`config.mk`:
```
export PLATFORM = sky130hd
export DESIGN_NAME = bus_arbiter
export DESIGN_NICKNAME = d
export VERILOG_FILES = /design/src/rtl/arb_pkg.sv /design/src/rtl/prio_regs.sv /design/src/rtl/lru_ranks.sv /design/src/rtl/xfer_timer.sv /design/src/rtl/bus_arbiter.sv
export SDC_FILE = /design/constraint.sdc
export NUM_CORES = 1
export LEC_CHECK = 0
export BUFFER_PORTS_ARGS = -buffer_cell sky130_fd_sc_hd__buf_2
export CORE_UTILIZATION = 52
export DETAILED_ROUTE_END_ITERATION = 10
export HOLD_SLACK_MARGIN = 0.03
export PLACE_DENSITY = 0.77
export SLEW_MARGIN = 10
export SYNTH_ARGS = -nofsm -noshare
export SYNTH_HDL_FRONTEND = slang
export SYNTH_SLANG_ARGS = --single-unit
```
`constraint.sdc`:
```
create_clock -name clk -period 3.2 [get_ports clk]
set_clock_uncertainty 0.1 [all_clocks]
set_input_delay 0.32 -clock clk [delete_from_list [all_inputs] [get_ports clk]]
set_output_delay 0.32 -clock clk [all_outputs]
set_load 0.01 [all_outputs]
```
`src/rtl/arb_pkg.sv`:
```
`timescale 1ns/1ps
package arb_pkg;
  localparam int MAX_M = 16;
  localparam int KEY_W = 4;
  typedef logic [KEY_W-1:0] key_t;

  // Lowest key among requesters wins; strict compare keeps lower index on ties.
  function automatic key_t pick_winner(input logic [MAX_M-1:0] rq,
                                       input key_t keys [MAX_M]);
    key_t best_k;
    key_t best_i;
    logic found;
    best_k = '1;
    best_i = '0;
    found  = 1'b0;
    for (int i = 0; i < MAX_M; i++) begin
      if (rq[i] && (!found || keys[i] < best_k)) begin
        found  = 1'b1;
        best_k = keys[i];
        best_i = key_t'(i);
      end
    end
    return best_i;
  endfunction

  // Rank update for least-recently-used ordering (0 = highest priority).
  function automatic key_t next_rank(input key_t cur, input key_t win_rank,
                                     input logic is_win, input key_t bottom);
    if (is_win)
      return bottom;
    else if (cur > win_rank)
      return cur - key_t'(1);
    else
      return cur;
  endfunction
endpackage

```
`src/rtl/prio_regs.sv`:
```
`timescale 1ns/1ps
module prio_regs
  import arb_pkg::*;
#(
  parameter int N     = 4,
  parameter int IDX_W = 2
) (
  input  logic             clk,
  input  logic             rst_n,
  input  logic             wr_en,
  input  logic [IDX_W-1:0] wr_idx,
  input  logic [IDX_W-1:0] wr_val,
  output key_t             level [N]
);
  for (genvar i = 0; i < N; i++) begin : g_lvl
    always_ff @(posedge clk) begin
      if (!rst_n)
        level[i] <= key_t'(i);
      else if (wr_en && wr_idx == IDX_W'(i))
        level[i] <= key_t'(wr_val);
    end
  end
endmodule

```
`src/rtl/lru_ranks.sv`:
```
`timescale 1ns/1ps
module lru_ranks
  import arb_pkg::*;
#(
  parameter int N     = 4,
  parameter int IDX_W = 2
) (
  input  logic             clk,
  input  logic             rst_n,
  input  logic             upd,
  input  logic [IDX_W-1:0] win,
  output key_t             rank [N]
);
  localparam key_t BOTTOM = key_t'(N - 1);
  key_t win_rank;
  assign win_rank = rank[win];

  for (genvar i = 0; i < N; i++) begin : g_rank
    always_ff @(posedge clk) begin
      if (!rst_n)
        rank[i] <= key_t'(i);
      else if (upd)
        rank[i] <= next_rank(rank[i], win_rank, win == IDX_W'(i), BOTTOM);
    end
  end
endmodule

```
`src/rtl/xfer_timer.sv`:
```
`timescale 1ns/1ps
module xfer_timer #(
  parameter int LIMIT = 16
) (
  input  logic clk,
  input  logic rst_n,
  input  logic sel,
  input  logic ack,
  output logic expire
);
  localparam int CNT_W = $clog2(LIMIT + 1);
  logic [CNT_W-1:0] cnt;

  assign expire = sel && !ack && (cnt == CNT_W'(LIMIT - 1));

  always_ff @(posedge clk) begin
    if (!rst_n)
      cnt <= '0;
    else if (!sel || ack || expire)
      cnt <= '0;
    else
      cnt <= cnt + CNT_W'(1);
  end
endmodule

```
`src/rtl/bus_arbiter.sv`:
```
`timescale 1ns/1ps
module bus_arbiter
  import arb_pkg::*;
#(
  parameter int NUM_MASTERS    = 4,
  parameter bit LRU_MODE       = 1'b0,
  parameter bit REG_GRANT      = 1'b0,
  parameter int TIMEOUT_CYCLES = 16,
  localparam int IDX_W = (NUM_MASTERS > 1) ? $clog2(NUM_MASTERS) : 1
) (
  input  logic                   clk,
  input  logic                   rst_n,
  input  logic [NUM_MASTERS-1:0] req,
  output logic [NUM_MASTERS-1:0] grant,
  input  logic                   bus_select,
  input  logic                   bus_lock,
  input  logic                   slave_ack,
  output logic                   timeout,
  input  logic                   cfg_we,
  input  logic [IDX_W-1:0]       cfg_addr,
  input  logic [IDX_W-1:0]       cfg_wdata,
  output logic [IDX_W-1:0]       cfg_rdata
);
  // Named internal events for the checker.
  logic             arb_cycle;
  logic             arb_win;
  logic [IDX_W-1:0] owner_q;
  logic [IDX_W-1:0] next_owner;
  logic [IDX_W-1:0] winner_idx;
  key_t             keys      [NUM_MASTERS];
  key_t             keys_full [MAX_M];
  logic [MAX_M-1:0] req_full;

  xfer_timer #(.LIMIT(TIMEOUT_CYCLES)) u_timer (
    .clk(clk), .rst_n(rst_n), .sel(bus_select), .ack(slave_ack), .expire(timeout)
  );

  assign arb_cycle = !bus_select || slave_ack || timeout;
  assign arb_win   = arb_cycle && !bus_lock && (|req);

  if (LRU_MODE) begin : g_lru
    lru_ranks #(.N(NUM_MASTERS), .IDX_W(IDX_W)) u_ranks (
      .clk(clk), .rst_n(rst_n), .upd(arb_win), .win(winner_idx), .rank(keys)
    );
  end else begin : g_fixed
    prio_regs #(.N(NUM_MASTERS), .IDX_W(IDX_W)) u_levels (
      .clk(clk), .rst_n(rst_n), .wr_en(cfg_we), .wr_idx(cfg_addr),
      .wr_val(cfg_wdata), .level(keys)
    );
  end

  assign cfg_rdata = IDX_W'(keys[cfg_addr]);

  for (genvar i = 0; i < MAX_M; i++) begin : g_pad
    if (i < NUM_MASTERS) begin : g_real
      assign keys_full[i] = keys[i];
    end else begin : g_none
      assign keys_full[i] = '1;
    end
  end
  assign req_full = MAX_M'(req);

  assign winner_idx = IDX_W'(pick_winner(req_full, keys_full));
  assign next_owner = arb_win ? winner_idx : owner_q;

  always_ff @(posedge clk) begin
    if (!rst_n)
      owner_q <= '0;
    else
      owner_q <= next_owner;
  end

  for (genvar i = 0; i < NUM_MASTERS; i++) begin : g_gnt
    if (REG_GRANT) begin : g_reg
      assign grant[i] = (owner_q == IDX_W'(i));
    end else begin : g_comb
      assign grant[i] = (next_owner == IDX_W'(i));
    end
  end
endmodule

```
; After elaboration in Yosys (flattened, before gate mapping)
; Cells that the tools add are included.
[classes]
n_eq_ne = 7
bitwise = 2
mux = 13
n_lt_le_gt_ge = 4
addsub = 1
reduce_logical = 26
[op_table]
columns = op, count
row1 = 2-bit by 4-bit less-than comparator with 1-bit output, 3
row2 = 4-bit 2-to-1 mux, 3
row3 = 1-bit logical AND, 11
row4 = 2-bit 2-to-1 mux, 5
row5 = 4-bit binary-select mux with 2-bit select, 1
row6 = 2-bit == test (second input constant), 4
row7 = 1-bit logical NOT, 6
row8 = 5-bit by 1-bit adder with 5-bit output (second input constant), 1
row9 = 5-bit by 4-bit == test with 1-bit output (second input constant), 1
row10 = 1-bit logical OR, 5
row11 = 2-bit by 1-bit == test with 1-bit output (second input constant), 2
row12 = 2-bit logical NOT, 2
row13 = 1-bit 2-to-1 mux, 4
row14 = 4-bit OR reduction, 1
row15 = 3-bit greater-or-equal comparator (second input constant), 1
row16 = 2-bit inverter with 3-bit output, 1
row17 = 2-bit OR reduction, 1
row18 = 1-bit inverter, 1
[totals]
output_inout_bits = 7
reg_bits = 15

; Logic depth before layout (Yosys ltp)
[logic_depth]
ltp_word = 15
mapped_depth = 14
mapped_depth_nobuf = 14

; Cells and area by module
; From an unflattened synthesis, not the netlist that was laid out.
[hier_totals]
cells_unflattened = 149
hier_area_um2 = 1353.8
[modules_own_cells]
columns = module, area_per_inst_um2, cells_per_inst, instances
row1 = bus_arbiter, 732.0, 87, 1
row2 = prio_regs, 404.1, 42, 1
row3 = xfer_timer, 217.7, 20, 1

; Least setup slack after synthesis
; OpenSTA, ideal clock, no wires.
[synth_path]
path_type = reg2out
startpoint = register g_fixed.u_levels.level[9] (netlist bit)
endpoint = output grant[2]
t_arrival_ps = 2626
setup_slack_ps = 154
path_buffers = 0
path_stages_with_launch = 15
cell_sequence = dfxtp_1 > inv_1 > a22o_1 > ha_1 > o22ai_1 > o21ai_1 > a21oi_2 > nor2_1 > a21oi_1 > ha_1 > nor2_1 > a41oi_2 > o41ai_4 > o211a_1 > a211oi_2
[synth_via]
elab_chain_cells = 14
word_cells_on_any_way = 20
[synth_rtl]
columns = element, line_no
row1 = "start, declared", prio_regs.sv:13  ; output key_t level [N]
row2 = "start signal, assigned by index", prio_regs.sv:18  ; level[i] <= key_t'(i);
row3 = "start signal, assigned by index", prio_regs.sv:20  ; level[i] <= key_t'(wr_val);
row4 = 2-bit by 4-bit less-than comparator with 1-bit output, arb_pkg.sv:17  ; if (rq[i] && (!found || keys[i] < best_k)) begin
row5 = 1-bit logical OR, arb_pkg.sv:17
row6 = 1-bit logical AND, arb_pkg.sv:17
row7 = 4-bit 2-to-1 mux or 1-bit 2-to-1 mux (tied branches), arb_pkg.sv:17
row8 = 2-bit by 4-bit less-than comparator with 1-bit output or 1-bit logical NOT (tied branches), arb_pkg.sv:17
row9 = 1-bit logical OR, arb_pkg.sv:17
row10 = 1-bit logical AND, arb_pkg.sv:17
row11 = 4-bit 2-to-1 mux or 1-bit 2-to-1 mux (tied branches), arb_pkg.sv:17
row12 = 2-bit by 4-bit less-than comparator with 1-bit output or 1-bit logical NOT (tied branches), arb_pkg.sv:17
row13 = 1-bit logical OR, arb_pkg.sv:17
row14 = 1-bit logical AND, arb_pkg.sv:17
row15 = 2-bit 2-to-1 mux *, arb_pkg.sv:17
row16 = 2-bit 2-to-1 mux *, bus_arbiter.sv:64  ; assign next_owner = arb_win ? winner_idx : owner_q;
row17 = 2-bit == test *, bus_arbiter.sv:77  ; assign grant[i] = (next_owner == IDX_W'(i));
row18 = "end, declared", bus_arbiter.sv:14  ; output logic [NUM_MASTERS-1:0] grant,
; Every way passes the cells marked *; elsewhere a longest branch is shown, timed or not.

; Worst setup path in the final report
[layout_path]
startpoint = register g_fixed.u_levels.level[9] (netlist bit)
endpoint = output grant[3]
; Same word-level chain as after synthesis.

==> impl_metrics.env <==
export IMPL_core_area_um2=1590
export IMPL_crit_type="reg -> out"
export IMPL_switching_share=0.293
export IMPL_areaGrowthSynthToFinish_pct=33.5
export IMPL_synth_distinct_cells=39
export IMPL_max_freq_mhz=295
export IMPL_htreeDepth=1
export IMPL_cts_tree="yes"
export IMPL_vias=904
export IMPL_worstRegToRegCells=16
export IMPL_min_from="rst_n"
export IMPL_final_seq_area_um2=303
export IMPL_status="finished, violations left"
export IMPL_synth_seq_area_share=0.320
export IMPL_die_height_um=44.5
export IMPL_grt_util_all_layers=0.240
export IMPL_path_buf_inv=2
export IMPL_p_leak_nw=0.576
export IMPL_setup_viol=4
export IMPL_internal_power_w=0.000316
export IMPL_cpMaxStageDelayCell="dfxtp_2"
export IMPL_die_area_um2=1980
export IMPL_hold_viol_final=0
export IMPL_pwr_share_comb=0.320
export IMPL_violations="setup timing"
export IMPL_nNetsFinal=154
export IMPL_antenna_found_initial=0
export IMPL_grt_max_degree=13
export IMPL_whs_path_depth=2
export IMPL_ant_nets=0
export IMPL_pwr_share_seq=0.446
export IMPL_yosysWarnings=0
export IMPL_max_vdd_ir_drop_mv=0.343
export IMPL_synth_flop_cell="dfxtp_1"
export IMPL_worst_slew_pin_slew_ns=0.644
export IMPL_start_kind="flop"
export IMPL_viasPerCell=5.69
export IMPL_path_clk_slew_ns=0.07
export IMPL_rows=14
export IMPL_synth_seq_cells=15
export IMPL_syn_mean_instance_area_um2=9.47
export IMPL_setup_ws_ns=-0.194
export IMPL_drive_above_1_share=0.430
export IMPL_switching_power_w=0.000131
export IMPL_syn_inst=99
export IMPL_r2r_slack_ns=0.45
export IMPL_drt_iter0_markers=13
export IMPL_fin_crit_sh=1.06
export IMPL_drv_cap=0
export IMPL_crit_family="compound AO/OA/AOI/OAI gates"
export IMPL_cts_hold_buf=0
export IMPL_synth_async_sr_flop_share=0
export IMPL_multi_input_area_um2=673
export IMPL_fin_util=0.785
export IMPL_critical_path_cell_chain="inv_2, a22o_1, ha_4, o22ai_4, o21ai_2, a21oi_2, nor2_1, a21oi_1, ha_2, nor2_2, a41oi_2, o41ai_4, o211a_1, o21bai_1, buf_2"
export IMPL_wl_per_cell_um=13.9
export IMPL_clk_root_buffer_cell="clkbuf_4"
export IMPL_route_detailed_drc=0
export IMPL_hold_path_class="in -> reg"
export IMPL_arrival_ns=2.97
export IMPL_antennaDiodeCount=0
export IMPL_post_place_ws_ns=-0.0799
export IMPL_routed_wl_mm=2.21
export IMPL_grt_setup_unrepaired="yes"
export IMPL_die_x_um=44.5
export IMPL_grt_pass1_vias=783
export IMPL_placed_area_um2=1120
export IMPL_nFillCells=113
export IMPL_path_max_fanout=3
export IMPL_drv_slew=0
export IMPL_final_area_um2=1250
export IMPL_min_period_ns=3.39
export IMPL_slowest_delay_ns=0.34
export IMPL_crit_required_ns=2.78
export IMPL_port_buffers=20
export IMPL_cts_made_buffers=3
export IMPL_grt_ovfl_total=0
export IMPL_relSlewSlack=0.570
export IMPL_min_to="g_fixed.u_levels.level[8]$_SDFFE_PN1P_"
export IMPL_synth_area_um2=937
export IMPL_clock_power_share=0.234
export IMPL_post_dp_hpwl_mm=1.66
export IMPL_synth_edf_count=0
export IMPL_cts_sinks=15
export IMPL_initial_core_util=0.588
export IMPL_clkLatencyLatePin_ns=0.29
export IMPL_timing_rr_start="g_fixed.u_levels.level[9]$_SDFFE_PN0P_"
export IMPL_power_density_nw_per_um2=357
export IMPL_ios=21
export IMPL_gp_congestion=0.889
export IMPL_grt_pass1_wl_mm=3.41
export IMPL_syn_nets=117
export IMPL_dr_pass1_iters=4
export IMPL_crit_path_end_kind="output pin"
export IMPL_worstSetupStartpoint="g_fixed.u_levels.level[9]$_SDFFE_PN0P_"
export IMPL_reg2reg_to="owner_q[1]$_SDFF_PN0_"
export IMPL_cts_buffer_depth=2
export IMPL_holdWs_ns=0.196
-- worst max path at each step --
| stage | slack, ns | depth (start not counted) | to |
|---|---|---|---|
| after global placement | 0.06 | 15 | grant[3] |
| after detailed placement | -0.08 | 15 | grant[3] |
| after floorplan | 0.15 | 14 | grant[2] |
| final | -0.19 | 15 | grant[3] |
| after global routing | -0.34 | 15 | grant[3] |
| after CTS | -0.19 | 15 | grant[3] |
-- state kept, by name, indices dropped and copies added, names as in the netlist --
signal,count
u_timer.cnt,5
owner_q,2
g_fixed.u_levels.level,8
-- cells in the mapped netlist (all sizes together), types with 2 or more instances --
master	instances	area, um^2
and4b	2	20.0
mux4	2	45.0
inv	4	15.0
and3b	3	27.5
nand3	2	10.0
ha	4	50.1
nand3b	3	26.3
o21ai	3	15.0
a21oi	4	23.8
mux2i	7	70.1
o22ai	2	12.5
nor3	2	10.0
dfxtp	15	300
a211oi	2	25.0
nor2b	5	31.3
nor2	12	45.0
nor3b	2	15.0
nand2	5	18.8
nand2b	3	21.3
and3	3	18.8
-- layout make-up --
type	instances	area share
inverter	4	0.0120
tap	24	0.0240
timing repair buffer	33	0.163
clock buffer	4	0.0210
sequential	15	0.242
multi-input combinational	79	0.538
-- power by group through the flow --
stage	Sequential (W)	Combinational [W]	Clock [W]
floorplan	0.000202	0.0000693	0
global placement	0.000203	0.000109	0
detailed placement	0.000203	0.000114	0
CTS	0.000199	0.000129	0.000110
global route	0.000200	0.000153	0.000117
finish	0.000199	0.000143	0.000105
-- layout by cell type, fill, tap and decap left out, drive strengths merged, types with 4 or more instances in the layout --
cell / instances
a21oi: 4
nor2b: 5
nand2: 5
clkbuf: 4
dfxtp: 15
mux2i: 7
inv: 4
buf: 33
ha: 4
nor2: 12
-- per-stage QoR --
stage,power (W),setup TNS [ns],cells
4_1_cts,0.000438,-0.625,157
3_3_place_gp,0.000312,0,150
3_5_place_dp,0.000317,-0.157,150
5_1_grt,0.000470,-1.27,159
6_report,0.000447,-0.662,159
2_1_floorplan,0.000271,0,99
-- what timing repair did --
action,CTS,global route
buffers inserted,3,2
pin swaps,6,4
endpoints found under the setup margin,4,4
resized for setup,11,4
-- cell families (layout without fill, tap and decap cells) --
| kind of cell | after synthesis | after routing | synth area share |
|---|---|---|---|
| DFF | 15 | 15 | 0.320 |
| adders and majority gates | 5 | 5 | 0.0641 |
| and+or+nand+nor | 44 | 44 | 0.274 |
| AOI/OAI and AO/OA | 19 | 19 | 0.180 |
| xor gates and xnor gates | 2 | 2 | 0.0187 |
| buffers and inverters | 5 | 41 | 0.0200 |
| muxes | 9 | 9 | 0.123 |
-- worst reg2reg max path, cell delays in order (launching register included) --
cell and delay (ns):
dfxtp_2 0.34, inv_2 0.04, a22o_1 0.24, ha_4 0.23, o22ai_4 0.18, o21ai_2 0.09
a21oi_2 0.15, nor2_1 0.06, a21oi_1 0.12, ha_2 0.23, nor2_2 0.05, a41oi_2 0.26
o41ai_4 0.14, buf_4 0.16, nand3b_4 0.08, buf_4 0.11, a21boi_1 0.05
-- layer usage --
metal,share of wire,global-route usage,wire length [um]
met1,0.41,0.278,913
met2,0.50,0.409,1110
met3,0.057,0.0449,127
met4,0.028,0.145,62
met5,0,0,0
No activity file was read; power rests on OpenSTA's default activity.
